**config.mk**
```make
export PLATFORM = sky130hd
export DESIGN_NAME = keyed_bus_scrambler
export DESIGN_NICKNAME = d
export VERILOG_FILES = /design/src/rtl/ksc_pkg.sv /design/src/rtl/ksc_swap_net.sv /design/src/rtl/ksc_mask_gen.sv /design/src/rtl/ksc_key_reg.sv /design/src/rtl/keyed_bus_scrambler.sv
export SDC_FILE = /design/constraint.sdc
export NUM_CORES = 1
export LEC_CHECK = 0
export ABC_CLOCK_PERIOD_IN_PS = 1200
export BUFFER_PORTS_ARGS = -buffer_cell sky130_fd_sc_hd__buf_4
export CAP_MARGIN = 25
export CORE_ASPECT_RATIO = 0.7
export CORE_MARGIN = 2
export CORE_UTILIZATION = 40
export CTS_CLUSTER_DIAMETER = 40
export DETAILED_ROUTE_END_ITERATION = 6
export PLACE_DENSITY = 0.76
export REMOVE_ABC_BUFFERS = 1
export SETUP_SLACK_MARGIN = 0.02
export SYNTH_ARGS = -nofsm -noshare
export SYNTH_HDL_FRONTEND = slang
export SYNTH_SLANG_ARGS = --single-unit
```
**constraint.sdc**
```tcl
create_clock -name clk -period 1.2 [get_ports clk]
set_input_delay 0.06 -clock clk [delete_from_list [all_inputs] [get_ports clk]]
set_output_delay 0.06 -clock clk [all_outputs]
set_load 0.05 [all_outputs]
```
**src/rtl/ksc_pkg.sv**
```systemverilog
package ksc_pkg;
  // Lower index of the p-th swap pair in a butterfly stage of span 2**s
  function automatic int pair_lo(input int p, input int s);
    return ((p >> s) << (s + 1)) | (p & ((1 << s) - 1));
  endfunction
endpackage

```
**src/rtl/ksc_swap_net.sv**
```systemverilog
module ksc_swap_net #(
  parameter int DW      = 8,
  parameter bit INVERSE = 1'b0,
  localparam int LG     = $clog2(DW),
  localparam int HALF   = DW / 2,
  localparam int NSW    = LG * HALF
) (
  input  logic [DW-1:0]  din,
  input  logic [NSW-1:0] ctl,
  output logic [DW-1:0]  dout
);
  logic [LG:0][DW-1:0] lvl;

  assign lvl[0] = din;

  for (genvar st = 0; st < LG; st++) begin : g_stage
    localparam int S = INVERSE ? (LG - 1 - st) : st;
    for (genvar p = 0; p < HALF; p++) begin : g_cell
      localparam int LO = ksc_pkg::pair_lo(p, S);
      localparam int HI = LO + (1 << S);
      assign lvl[st+1][LO] = ctl[S*HALF+p] ? lvl[st][HI] : lvl[st][LO];
      assign lvl[st+1][HI] = ctl[S*HALF+p] ? lvl[st][LO] : lvl[st][HI];
    end
  end

  assign dout = lvl[LG];
endmodule

```
**src/rtl/ksc_mask_gen.sv**
```systemverilog
module ksc_mask_gen #(
  parameter int AW      = 8,
  parameter int DW      = 8,
  parameter bit MASK_EN = 1'b1,
  localparam int NCH    = (AW + DW - 1) / DW
) (
  input  logic [AW-1:0] addr,
  input  logic [DW-1:0] seed,
  output logic [DW-1:0] mask
);
  if (MASK_EN) begin : g_mask
    logic [NCH*DW-1:0] addr_ext;
    assign addr_ext = (NCH*DW)'(addr);
    always_comb begin
      mask = seed;
      for (int i = 0; i < NCH; i++) begin
        mask = mask ^ addr_ext[i*DW +: DW];
      end
    end
  end else begin : g_nomask
    logic unused_in;
    assign unused_in = ^{addr, seed};
    assign mask = '0;
  end
endmodule

```
**src/rtl/ksc_key_reg.sv**
```systemverilog
module ksc_key_reg #(
  parameter int KW  = 32,
  parameter int NSW = 12,
  parameter int DW  = 8
) (
  input  logic           clk,
  input  logic           rst_n,
  input  logic           load,
  input  logic [KW-1:0]  key_in,
  input  logic [KW-1:0]  uid,
  output logic [NSW-1:0] ctl,
  output logic [DW-1:0]  seed
);
  logic [KW-1:0] eff_q, eff_d;
  logic          eff_en;
  logic          unused_key;

  always_comb begin
    eff_en = load;
    eff_d  = key_in ^ uid;
  end

  always_ff @(posedge clk or negedge rst_n) begin
    if (!rst_n)      eff_q <= '0;
    else if (eff_en) eff_q <= eff_d;
  end

  assign ctl        = eff_q[NSW-1:0];
  assign seed       = eff_q[NSW +: DW];
  assign unused_key = ^eff_q;

  AST_KEY_TAKE: assert property (@(posedge clk) disable iff (!rst_n)
    load |=> (eff_q == $past(key_in ^ uid)));
  AST_KEY_HOLD: assert property (@(posedge clk) disable iff (!rst_n)
    !load |=> $stable(eff_q));
endmodule

```
**src/rtl/keyed_bus_scrambler.sv**
```systemverilog
module keyed_bus_scrambler #(
  parameter int AW      = 8,
  parameter int DW      = 8,
  parameter int KW      = 32,
  parameter bit MASK_EN = 1'b1,
  localparam int NSW    = $clog2(DW) * (DW / 2)
) (
  input  logic          clk,
  input  logic          rst_n,
  input  logic [KW-1:0] chip_uid,
  input  logic          key_load,
  input  logic [KW-1:0] key_in,
  input  logic [AW-1:0] cpu_addr,
  input  logic          cpu_we,
  input  logic [DW-1:0] cpu_wdata,
  output logic [DW-1:0] cpu_rdata,
  output logic [AW-1:0] mem_addr,
  output logic          mem_we,
  output logic [DW-1:0] mem_wdata,
  input  logic [DW-1:0] mem_rdata
);
  // Reset: asserted asynchronously, released on the clock
  logic [1:0] rst_sync_q;
  logic       rst_n_s;

  always_ff @(posedge clk or negedge rst_n) begin
    if (!rst_n) rst_sync_q <= 2'b00;
    else        rst_sync_q <= {rst_sync_q[0], 1'b1};
  end
  assign rst_n_s = rst_sync_q[1];

  // Effective key
  logic [NSW-1:0] key_ctl;
  logic [DW-1:0]  key_seed;

  ksc_key_reg #(.KW(KW), .NSW(NSW), .DW(DW)) u_key (
    .clk(clk), .rst_n(rst_n_s), .load(key_load), .key_in(key_in),
    .uid(chip_uid), .ctl(key_ctl), .seed(key_seed)
  );

  // Write path: shuffle then mask
  logic [DW-1:0] wr_mask, wr_perm;

  ksc_mask_gen #(.AW(AW), .DW(DW), .MASK_EN(MASK_EN)) u_wmask (
    .addr(cpu_addr), .seed(key_seed), .mask(wr_mask)
  );
  ksc_swap_net #(.DW(DW), .INVERSE(1'b0)) u_fwd (
    .din(cpu_wdata), .ctl(key_ctl), .dout(wr_perm)
  );

  assign mem_wdata = wr_perm ^ wr_mask;
  assign mem_addr  = cpu_addr;
  assign mem_we    = cpu_we;

  // Read context held for the cycle in which the RAM answers
  logic [NSW-1:0] ctl_q, ctl_d;
  logic [DW-1:0]  mask_q, mask_d;

  always_comb begin
    ctl_d  = key_ctl;
    mask_d = wr_mask;
  end

  always_ff @(posedge clk or negedge rst_n_s) begin
    if (!rst_n_s) begin
      ctl_q  <= '0;
      mask_q <= '0;
    end else begin
      ctl_q  <= ctl_d;
      mask_q <= mask_d;
    end
  end

  // Read path: unmask then unshuffle
  logic [DW-1:0] rd_unmasked;
  assign rd_unmasked = mem_rdata ^ mask_q;

  ksc_swap_net #(.DW(DW), .INVERSE(1'b1)) u_inv (
    .din(rd_unmasked), .ctl(ctl_q), .dout(cpu_rdata)
  );

  AST_WR_WEIGHT: assert property (@(posedge clk) disable iff (!rst_n_s)
    $countones(mem_wdata ^ wr_mask) == $countones(cpu_wdata));
  AST_RD_WEIGHT: assert property (@(posedge clk) disable iff (!rst_n_s)
    $countones(cpu_rdata) == $countones(mem_rdata ^ mask_q));
  AST_RD_CTX: assert property (@(posedge clk) disable iff (!rst_n_s)
    key_load |=> (ctl_q == $past(key_ctl)));
endmodule

```
==> results of run 1 <==
==> worst paths after layout <==
| kind | startpoint | end | slack (ns) | cells past startpoint |
|---|---|---|---|---|
| max in group asynchronous | rst_sync_q[1]$_DFF_PN0_ | u_key.eff_q[1]$_DFFE_PN0P_ | 0.77 | 1 |
| min reg2reg | rst_sync_q[1]$_DFF_PN0_ | mask_q[7]$_DFF_PN0_ | 0.23 | 1 |
| min in group asynchronous | rst_n | rst_sync_q[1]$_DFF_PN0_ | 0.09 | 2 |
| min | cpu_addr[5] | mask_q[5]$_DFF_PN0_ | -0.02 | 2 |
| max reg2reg | u_key.eff_q[3]$_DFFE_PN0P_ | u_key.eff_q[3]$_DFFE_PN0P_ | 0.32 | 3 |
| max | u_key.eff_q[0]$_DFFE_PN0P_ | mem_wdata[4] | -0.56 | 5 |
==> placed cells by master, fill, tap and decap left out <==
master,netlist,layout
a21oi_1,20,20
dfrtp_2,0,1
xor2_1,8,8
dfrtp_1,42,41
clkbuf_8,0,6
mux2i_1,48,33
mux2i_4,0,3
bufinv_16,0,2
mux2i_2,0,12
conb_1,1,1
nor2_1,20,20
xnor2_2,0,8
xnor2_1,36,28
buf_12,0,1
dlygate4sd3_1,0,1
buf_4,9,96
==> stage by stage <==
step | worst slack [ns] | util (%) | hold slack [ns] | cells
5_1_grt | -0.687 | 61.3 | -0.0311 | 353
4_1_cts | -0.595 | 59.7 | -0.0296 | 353
2_1_floorplan | -0.493 | - | -0.236 | 175
3_3_place_gp | -0.256 | 55.3 | -0.158 | 341
6_report | -0.558 | 61.3 | -0.0232 | 353
3_5_place_dp | -0.292 | 55.3 | -0.153 | 341
==> per-layer routing <==
metal  up-vias  part of all wire (%)  GRT usage, %
li1        807                     -             -
met1       781                    44          22.1
met2        46                    49          26.2
met3         5                   6.0          4.01
met4         0                   1.2          5.60
met5         -                     0             0
==> cell families (layout without fill, tap and decap cells) <==
kind of cell,Yosys count,after routing
mux,48,48
xor+xnor,44,44
flops,42,42
compound gates,20,20
simple gates,20,20
buf+inv,13,106
other cells,1,1
==> sequential cells by signal (all words and copies together) (netlist names) <==
signal       cells
u_key.eff_q     20
mask_q           8
rst_sync_q       2
ctl_q           12
==> cell type report <==
cell class | count | area share [%]
clock buffers | 6 | 2.56
clock inverters | 2 | 1.86
multi-input cells | 133 | 36.8
flip-flops and latches | 42 | 32.6
repair buffers | 98 | 23.3
well taps | 72 | 2.80
==> report_power, final <==
part | total [W] | internal [W] | switching (W)
registers | 0.00178 | 0.00160 | 0.000185
clock network | 0.00137 | 0.000887 | 0.000480
logic | 0.00247 | 0.00101 | 0.00147
==> critical path, stage by stage, from the launching register on <==
cell	delay, ns
dfrtp_1	0.42
mux2i_2	0.29
mux2i_1	0.15
mux2i_1	0.19
xnor2_1	0.14
buf_4	0.22
==> repair_timing <==
action / CTS / global route
hold endpoints to repair: 10 / 7
endpoints found under the setup margin: 16 / 16
pin swaps: 5 / 9
resized for setup: 11 / 15
gates cloned: 0 / 0
buffers inserted: 3 / 0
==> run metrics, run 1 <==
top cell types by occurrence after synthesis mux2i_1, dfrtp_1, xnor2_1, a21oi_1, nor2_1; max_cap viols 0; setup tns final -8.03 ns; I/O Pins roughly 120; failing checks negative hold slack, negative setup slack; post-route setup slack -0.558 ns; CP Capture Type output pin; First DRT Iteration DRCs 50; Fin Clk Skew around 0.0052 ns; fin. max-slew vios 0; Synth area leader dfrtp_1; die area just over 6000 µm²; post-DR vias/cell ~4.6; CTS Buffer Depth 2; clk sinks 42; category of the worst setup path launch point register; post-synth cell types 10; register area 1050 µm²; WL final between 4000 and 5000 µm; Synth top area share between 40% and 50%; minimum clock period ~1.8 ns; CTS root buf clkbuf_8; area share of xor/xnor cells in the synthesized design between 10% and 20%; Simple-Gate Fraction of Synth Area 3.44%; number of I/O port buffers 90; antenna violations before repair 0; row cnt 22; vias in the first global route 1566; most frequent cell after synthesis mux2i_1; Avg Cell Area, Syn approximately 12 µm²; Die W approximately 90 µm; leak pwr 1.53 nW; TritonCTS clock tree built; cts hold-fix bufs 1; Mapped Cells between 150 and 200; Tcrit/Tclk final 146%; ranking of synthesized cells by area dfrtp_1, mux2i_1, xnor2_1; number of buffers created by CTS 5; Post-synth EDFFs 0; grt total ovfl 0; fillers roughly 440; max frequency approximately 0.57 GHz; starting density of the core between 40% and 50%; class of the worst hold path in -> reg; number of detailed-route iterations in the first pass 4; Post-synth ARST share 100%; Crit Path Max Fanout 3; YS warnings 0; unrepaired setup endpoints after global routing yes; Multi-input gate area ~1200 µm²; Reg clk slew, reported paths about 0.08 ns; WHS -0.0232 ns; design area around 3200 µm²; layout cells sized above 1 a little under half; Clock Latency Late Sink around 0.29 ns; #FFs+latches synth 42; Area after DPL 2910 µm²; Nets approximately 370; post-synthesis sequential area ratio 48.2%; synthesized area 2180 µm²; Top FF cell, synth dfrtp_1; power density over the cells 1740 nW/µm²; area delta synth->final 47.9%; multiplexer share of the synthesized area 22.0%; first-pass GRT wire length 7510 µm; pin count of the biggest net entering global routing 41; vias 1639; combinational family with the most area after synthesis multiplexers; die height between 60 and 70 µm; post-DP HPWL 3680 µm; critical path class reg -> out; Routed Antenna Nets 0; synthesized-area fraction occupied by adder cells 0%; Final Hold Viols 6; status finished with violations; compound-cell area share of the yosys netlist approximately 4.6%; gp weighted congestion between 0.7 and 0.8; gr usage total approximately 16%; Required @ worst endpoint 1.14 ns; overall power roughly 0.0056 W; CTS H-tree lvls 2; critical path arrival 1.70 ns; number of setup violations in the final report 16; wire per inst around 13 µm; # DRC 0; Peak VDD IR 0.000701 V; Core Area 5260 µm²; Antenna Cells 0
Note: power is estimated with default switching activity, not from simulation.
==> inputs of run 2 (changes only) <==
--- a/config.mk
+++ b/config.mk
@@ -8,14 +8,16 @@
 export ABC_CLOCK_PERIOD_IN_PS = 1200
 export BUFFER_PORTS_ARGS = -buffer_cell sky130_fd_sc_hd__buf_4
 export CAP_MARGIN = 25
-export CORE_ASPECT_RATIO = 0.7
+export CORE_ASPECT_RATIO = 1.75
 export CORE_MARGIN = 2
-export CORE_UTILIZATION = 40
+export CORE_UTILIZATION = 41
 export CTS_CLUSTER_DIAMETER = 40
+export CTS_CLUSTER_SIZE = 30
 export DETAILED_ROUTE_END_ITERATION = 6
 export PLACE_DENSITY = 0.76
 export REMOVE_ABC_BUFFERS = 1
 export SETUP_SLACK_MARGIN = 0.02
 export SYNTH_ARGS = -nofsm -noshare
 export SYNTH_HDL_FRONTEND = slang
+export SYNTH_HIERARCHICAL = 1
 export SYNTH_SLANG_ARGS = --single-unit
==> run metrics, run 2 <==
status finished with violations; failing checks negative hold slack, negative setup slack; most frequent cells in the layout buf_4, dfrtp_1, xor2_1, xnor2_1, nor2_1; unrepaired setup endpoints after global routing yes; Core Area 5500 µm²; clk sinks 42; Peak VDD IR around 0.00067 V; max reg flops 20; synthesized area approximately 2300 µm²; internal power 0.00332 W; Routed Antenna Nets 0; number of detailed-route iterations in the first pass 3; number of I/O port buffers 90; Multi-input gate area 1350 µm²; WL final 4520 µm; gp weighted congestion a little under 0.8; critical path arrival 1.76 ns; first-pass GRT wire length slightly above 7000 µm; busiest grt layer met2; leak pwr 1.55 nW; class of the worst hold path in -> reg; overall power between 0.005 and 0.006 W; # DRC 0; M2 GR Usage a little over a quarter; cts hold-fix bufs 1; post-route setup slack -0.617 ns; P_sw around 0.0021 W; Post-synth ARST share 100%; die height 103 µm; Mapped Cells ~190; sequential power share around a third; Layout Cells excl Fill 358; post-synthesis sequential area ratio around 46%; worst slack, placed -0.344 ns; CTS root buf clkbuf_8; Crit. Startpoint u_key/eff_q[2]$_DFFE_PN0P_; commonest non-fill, non-tap cell in the layout buf_4; vias ~1600; WHS -0.0184 ns; power density over the cells ~1600 nW/µm²; minimum clock period between 1.5 and 2 ns; Top FF cell, synth dfrtp_1; most frequent cell after synthesis dfrtp_1; fillers roughly 480; combinational power share between 40% and 50%; First DRT Iteration DRCs 22; CP Capture Type output pin; Die W between 60 and 70 µm; clock power share about a fifth; critical path class reg -> out; layout cells sized above 1 a little under three fifths; CTS H-tree lvls 2; crit path capture mem_wdata[7]; TritonCTS clock tree built; setup tns final -8.31 ns; Tcrit/Tclk final 151%; Post-synth EDFFs 0; reg2reg path depth 3; GRT met1 Usage between 15 and 20%; grt total ovfl 0; number of setup violations in the final report 16; Reg clk slew, reported paths roughly 0.080 ns; Synth area leader dfrtp_1; Synth top area share 46.0%; category of the worst setup path launch point register; vias in the first global route around 1600; row cnt 36; Required @ worst endpoint roughly 1.1 ns; Final Hold Viols 8; grt met3 use roughly 2.5%; Clock Latency Late Sink around 0.29 ns; area delta synth->final 47.3%; fin. max-slew vios 0; ranking of synthesized cells by area dfrtp_1, mux2i_1, xor2_1; post-DP HPWL about 3600 µm; placed cell count 345; top cell types by occurrence after synthesis dfrtp_1, mux2i_1, xor2_1, nor2_1, xnor2_1; register area between 1000 and 1500 µm²; Crit Path Max Fanout 4; Nets approximately 370; reg-to-reg endpoint u_key/eff_q[5]$_DFFE_PN0P_; Avg Cell Area, Syn between 10 and 15 µm²; starting density of the core about two fifths; gr usage total approximately 15%; post-synth cell types 10; YS warnings 6; max_cap viols 0; I/O Pins 117; max frequency about 0.55 GHz; Reg with most FFs u_key/eff_q; Fin Clk Skew 0.00308 ns; Top Registers u_key/eff_q: 20 flops, ctl_q: 12 flops, mask_q: 8 flops; #FFs+latches synth 42; die area just over 6000 µm²; Worst R2R Setup Slack approximately 0.29 ns; number of buffers created by CTS 5; pin count of the biggest net entering global routing slightly above 40; Antenna Cells 0; post-DR vias/cell about 4.5; CTS Buffer Depth 2; wire per inst around 13 µm; antenna violations before repair 0; r2r startpoint u_key/eff_q[5]$_DFFE_PN0P_; switch share 39.2%
==> run 2: changes by cell type in the layout (fill, tap and decap cells not counted), sizes merged <==
cell / delta
clkinvlp: +1
buf: +1
xor2: +16
xnor2: -16
mux2i: -16
bufinv: -1
mux2: +16
==> run 2: repair_timing <==
| action | in CTS | in global routing |
|---|---|---|
| endpoints found under the setup margin | 16 | 16 |
| pin swaps | 7 | 1 |
| endpoints found under the hold margin | 10 | 6 |
| buffers inserted | 2 | 2 |
| gates resized for setup | 33 | 9 |
==> run 2: kinds of logic after synthesis <==
family | Yosys count | synth area share, %
simple gates | 20 | 3.29
other cells | 1 | 0.164
buf+inv | 13 | 4.27
mux | 48 | 21.9
compound gates | 20 | 7.50
xor+xnor | 44 | 16.9
flops | 42 | 46.0
==> run 2: power groups by stage <==
stage | registers [W] | logic (W) | clock network (W)
6_report | 0.00178 | 0.00261 | 0.00108
3_3_place_gp | 0.00177 | 0.00228 | 0
5_1_grt | 0.00181 | 0.00275 | 0.00118
4_1_cts | 0.00177 | 0.00251 | 0.00111
2_1_floorplan | 0.00176 | 0.00150 | 0
3_5_place_dp | 0.00178 | 0.00230 | 0
==> run 2: worst min path at each step <==
stage                            from                 endpoint  slack, ns  cells after the start
after floorplan                 rst_n  rst_sync_q[0]$_DFF_PN0_      -0.24                      0
after global placement          rst_n  rst_sync_q[0]$_DFF_PN0_      -0.16                      1
after detailed placement        rst_n  rst_sync_q[0]$_DFF_PN0_      -0.16                      1
after CTS                 cpu_addr[3]      mask_q[3]$_DFF_PN0_      -0.03                      2
after global routing      cpu_addr[3]      mask_q[3]$_DFF_PN0_      -0.02                      2
final                     cpu_addr[7]      mask_q[7]$_DFF_PN0_      -0.02                      2
==> run 2: cell type report <==
class,instances,area share [%]
timing repair buffer,99,22.5
tap,76,2.83
clock inverter,2,1.12
clock buffer,6,2.16
multi-input combinational,133,40.1
sequential,42,31.3
==> run 2: worst max-delay path, cell delays in order (launching register included) <==
cell and delay (ns):
dfrtp_1 0.43, mux2_4 0.35, mux2i_2 0.19, mux2i_1 0.12
xor2_1 0.16, buf_4 0.22
==> run 2: metal layers <==
| metal | vias to the layer above | share of wire (%) |
|---|---|---|
| met4 | 0 | 2.2 |
| met2 | 43 | 57 |
| met1 | 765 | 36 |
| li1 | 808 | - |
| met5 | - | 0 |
| met3 | 6 | 4.4 |
==> run 2: per-stage QoR <==
| stage | utilization (%) | cell area (µm²) |
|---|---|---|
| after floorplan | - | 2190 |
| after global placement | 54.6 | 3000 |
| after detailed placement | 54.6 | 3000 |
| after CTS | 59.5 | 3270 |
| after global routing | 61.2 | 3360 |
| final | 61.2 | 3360 |
==> inputs of run 3 (changes only) <==
--- a/config.mk
+++ b/config.mk
@@ -8,13 +8,16 @@
 export ABC_CLOCK_PERIOD_IN_PS = 1200
 export BUFFER_PORTS_ARGS = -buffer_cell sky130_fd_sc_hd__buf_4
 export CAP_MARGIN = 25
+export CELL_PAD_IN_SITES_DETAIL_PLACEMENT = 0
+export CELL_PAD_IN_SITES_GLOBAL_PLACEMENT = 1
 export CORE_ASPECT_RATIO = 1.75
 export CORE_MARGIN = 2
-export CORE_UTILIZATION = 41
+export CORE_UTILIZATION = 31
 export CTS_CLUSTER_DIAMETER = 40
 export CTS_CLUSTER_SIZE = 30
 export DETAILED_ROUTE_END_ITERATION = 6
-export PLACE_DENSITY = 0.76
+export GPL_TIMING_DRIVEN = 0
+export PLACE_DENSITY = 0.77
 export REMOVE_ABC_BUFFERS = 1
 export SETUP_SLACK_MARGIN = 0.02
 export SYNTH_ARGS = -nofsm -noshare
==> run metrics, run 3 (synthesis results as in run 2) <==
status finished with violations; failing checks negative setup slack; CP Capture Type output pin; reg2reg path depth 3; Multi-input gate area 1310 µm²; Slew HR 65.3%; post-route setup slack -0.609 ns; leak pwr ~1.5 nW; post-DR vias/cell 4.39; Antenna Cells 0; Die W between 60 and 70 µm; First DRT Iteration DRCs 27; Final Hold Viols 0; Worst R2R Setup Slack between 0.3 and 0.4 ns; Top Registers u_key/eff_q: 20 flops, ctl_q: 12 flops, mask_q: 8 flops; number of setup violations in the final report 16; class of the worst hold path in -> reg; grt total ovfl 0; internal power between 0.003 and 0.004 W; number of detailed-route iterations in the first pass 6; power density over the cells 1690 nW/µm²; starting density of the core between 30% and 40%; gr usage total 12.9%; Layout Cells excl Fill ~370; minimum clock period between 1.5 and 2 ns; first-pass GRT wire length approximately 7700 µm; max_cap viols 0; gp weighted congestion between 0.7 and 0.8; commonest non-fill, non-tap cell in the layout buf_4; CTS root buf clkbuf_16; vias roughly 1600; layout cells sized above 1 56.3%; clk sinks 42; Clock Latency Late Sink around 0.27 ns; CTS Buffer Depth 2; fillers 703; category of the worst setup path launch point register; WL final ~4800 µm; area delta synth->final 46.7%; Reg with most FFs u_key/eff_q; Worst Hold Path EP mask_q[7]$_DFF_PN0_; switch share 38.3%; placed cell count 351; post-DP HPWL between 3000 and 4000 µm; max reg flops 20; die height around 120 µm; antenna violations before repair 0; fin. max-slew vios 0; register area about 1100 µm²; row cnt ~40; Required @ worst endpoint approximately 1.1 ns; Reg clk slew, reported paths around 0.060 ns; Routed Antenna Nets 0; TritonCTS clock tree built; r2r startpoint u_key/eff_q[0]$_DFFE_PN0P_; Peak VDD IR between 0.0007 and 0.0008 V; number of I/O port buffers 90; Crit Path Max Fanout 4; pin count of the biggest net entering global routing 41; reg-to-reg endpoint u_key/eff_q[0]$_DFFE_PN0P_; hold depth 2; # DRC 0; max frequency approximately 0.55 GHz; Fin Clk Skew approximately 0.0036 ns; number of buffers created by CTS 5; die area 8100 µm²; worst slew pin tran around 0.52 ns; design area 3350 µm²; cts hold-fix bufs 1; Layout Utilization between 40% and 50%; combinational power share between 40 and 50%; Worst path max stage delay about 0.43 ns; critical path arrival 1.75 ns; I/O Pins 117; critical path class reg -> out; Tcrit/Tclk final 151%; Worst path slowest cell dfrtp_1; CTS H-tree lvls 2; Nets 370; unrepaired setup endpoints after global routing yes; P_sw around 0.0022 W; Cell Chain, Critical Path mux2_4, mux2i_4, mux2i_1, xor2_1, buf_4; worst slack, placed -0.385 ns; sequential power share 31.9%; vias in the first global route approximately 1700; Area after DPL 2970 µm²; clock power share between 20% and 30%; hold_sp cpu_addr[7]; wire per inst 13.2 µm; most frequent cells in the layout buf_4, dfrtp_1, xor2_1, xnor2_1, nor2_1; Core Area roughly 7200 µm²
[run 3: changes by cell type in the layout (fill, tap and decap cells not counted), sizes merged]
| cell | previous run | this run |
|---|---|---|
| buf | 98 | 95 |
| clkbuf | 6 | 7 |
| bufinv | 1 | 0 |
| clkinvlp | 1 | 0 |
| clkinv | 0 | 1 |
[run 3: worst max-delay path by stage]
stage,slack (ns),cells past startpoint,start,to
after global routing,-0.70,5,u_key/eff_q[1]$_DFFE_PN0P_,mem_wdata[2]
after global placement,-0.51,0,rst_sync_q[1]$_DFF_PN0_,mask_q[2]$_DFF_PN0_
after detailed placement,-0.38,5,u_key/eff_q[3]$_DFFE_PN0P_,mem_wdata[1]
final,-0.61,5,u_key/eff_q[0]$_DFFE_PN0P_,mem_wdata[5]
after floorplan,-0.60,4,u_key/eff_q[3]$_DFFE_PN0P_,mem_wdata[0]
after CTS,-0.63,5,u_key/eff_q[2]$_DFFE_PN0P_,mem_wdata[0]
[run 3: through the flow]
step	TNS [ns]	total power (W)	hold WS (ns)
after floorplan	-10.46	0.00327	-0.236
after global placement	-24.26	0.00405	-0.157
after detailed placement	-4.28	0.00408	-0.155
after CTS	-8.38	0.00563	-0.00479
after global routing	-9.35	0.00591	-0.00433
final	-8.05	0.00566	0.00150
[run 3: per-layer routing]
| layer | wire (µm) | vias up | part of all wire [%] | global-route usage (%) |
|---|---|---|---|---|
| met1 | 1640 | 747 | 34 | 13.1 |
| met5 | 0 | - | 0 | 0 |
| met2 | 2880 | 43 | 60 | 23.6 |
| met3 | 244 | 4 | 5.0 | 3.15 |
| met4 | 72 | 0 | 1.5 | 5.15 |
| li1 | - | 810 | - | - |
[run 3: repair_timing]
item | CTS | global route
setup endpoints to repair | 16 | 16
pin swaps | 8 | 2
endpoints found under the hold margin | 6 | 3
buffers inserted | 5 | 0
gates resized for setup | 25 | 16
[run 3: area by class of cell]
cell class | count | share of cell area (%)
Clock buffer | 7 | 4.26
Clock inverter | 1 | 0.149
Timing Repair Buffer | 96 | 21.7
Sequential cell | 42 | 31.5
Tap cell | 86 | 3.21
Multi-Input combinational cell | 133 | 39.2
[run 3: critical path, delay by kind of cell (launching register included)]
kind / cells / cell delay [ns]
xor+xnor: 1 / 0.19
flops: 1 / 0.43
mux: 3 / 0.62
buf+inv: 1 / 0.22
[run 3: power by group through the flow]
stage / Combinational, W / Clock (W) / Sequential, W
after floorplan: 0.00150 / 0 / 0.00176
after CTS: 0.00248 / 0.00136 / 0.00179
final: 0.00254 / 0.00132 / 0.00180
after detailed placement: 0.00228 / 0 / 0.00180
after global routing: 0.00266 / 0.00142 / 0.00184
after global placement: 0.00226 / 0 / 0.00179
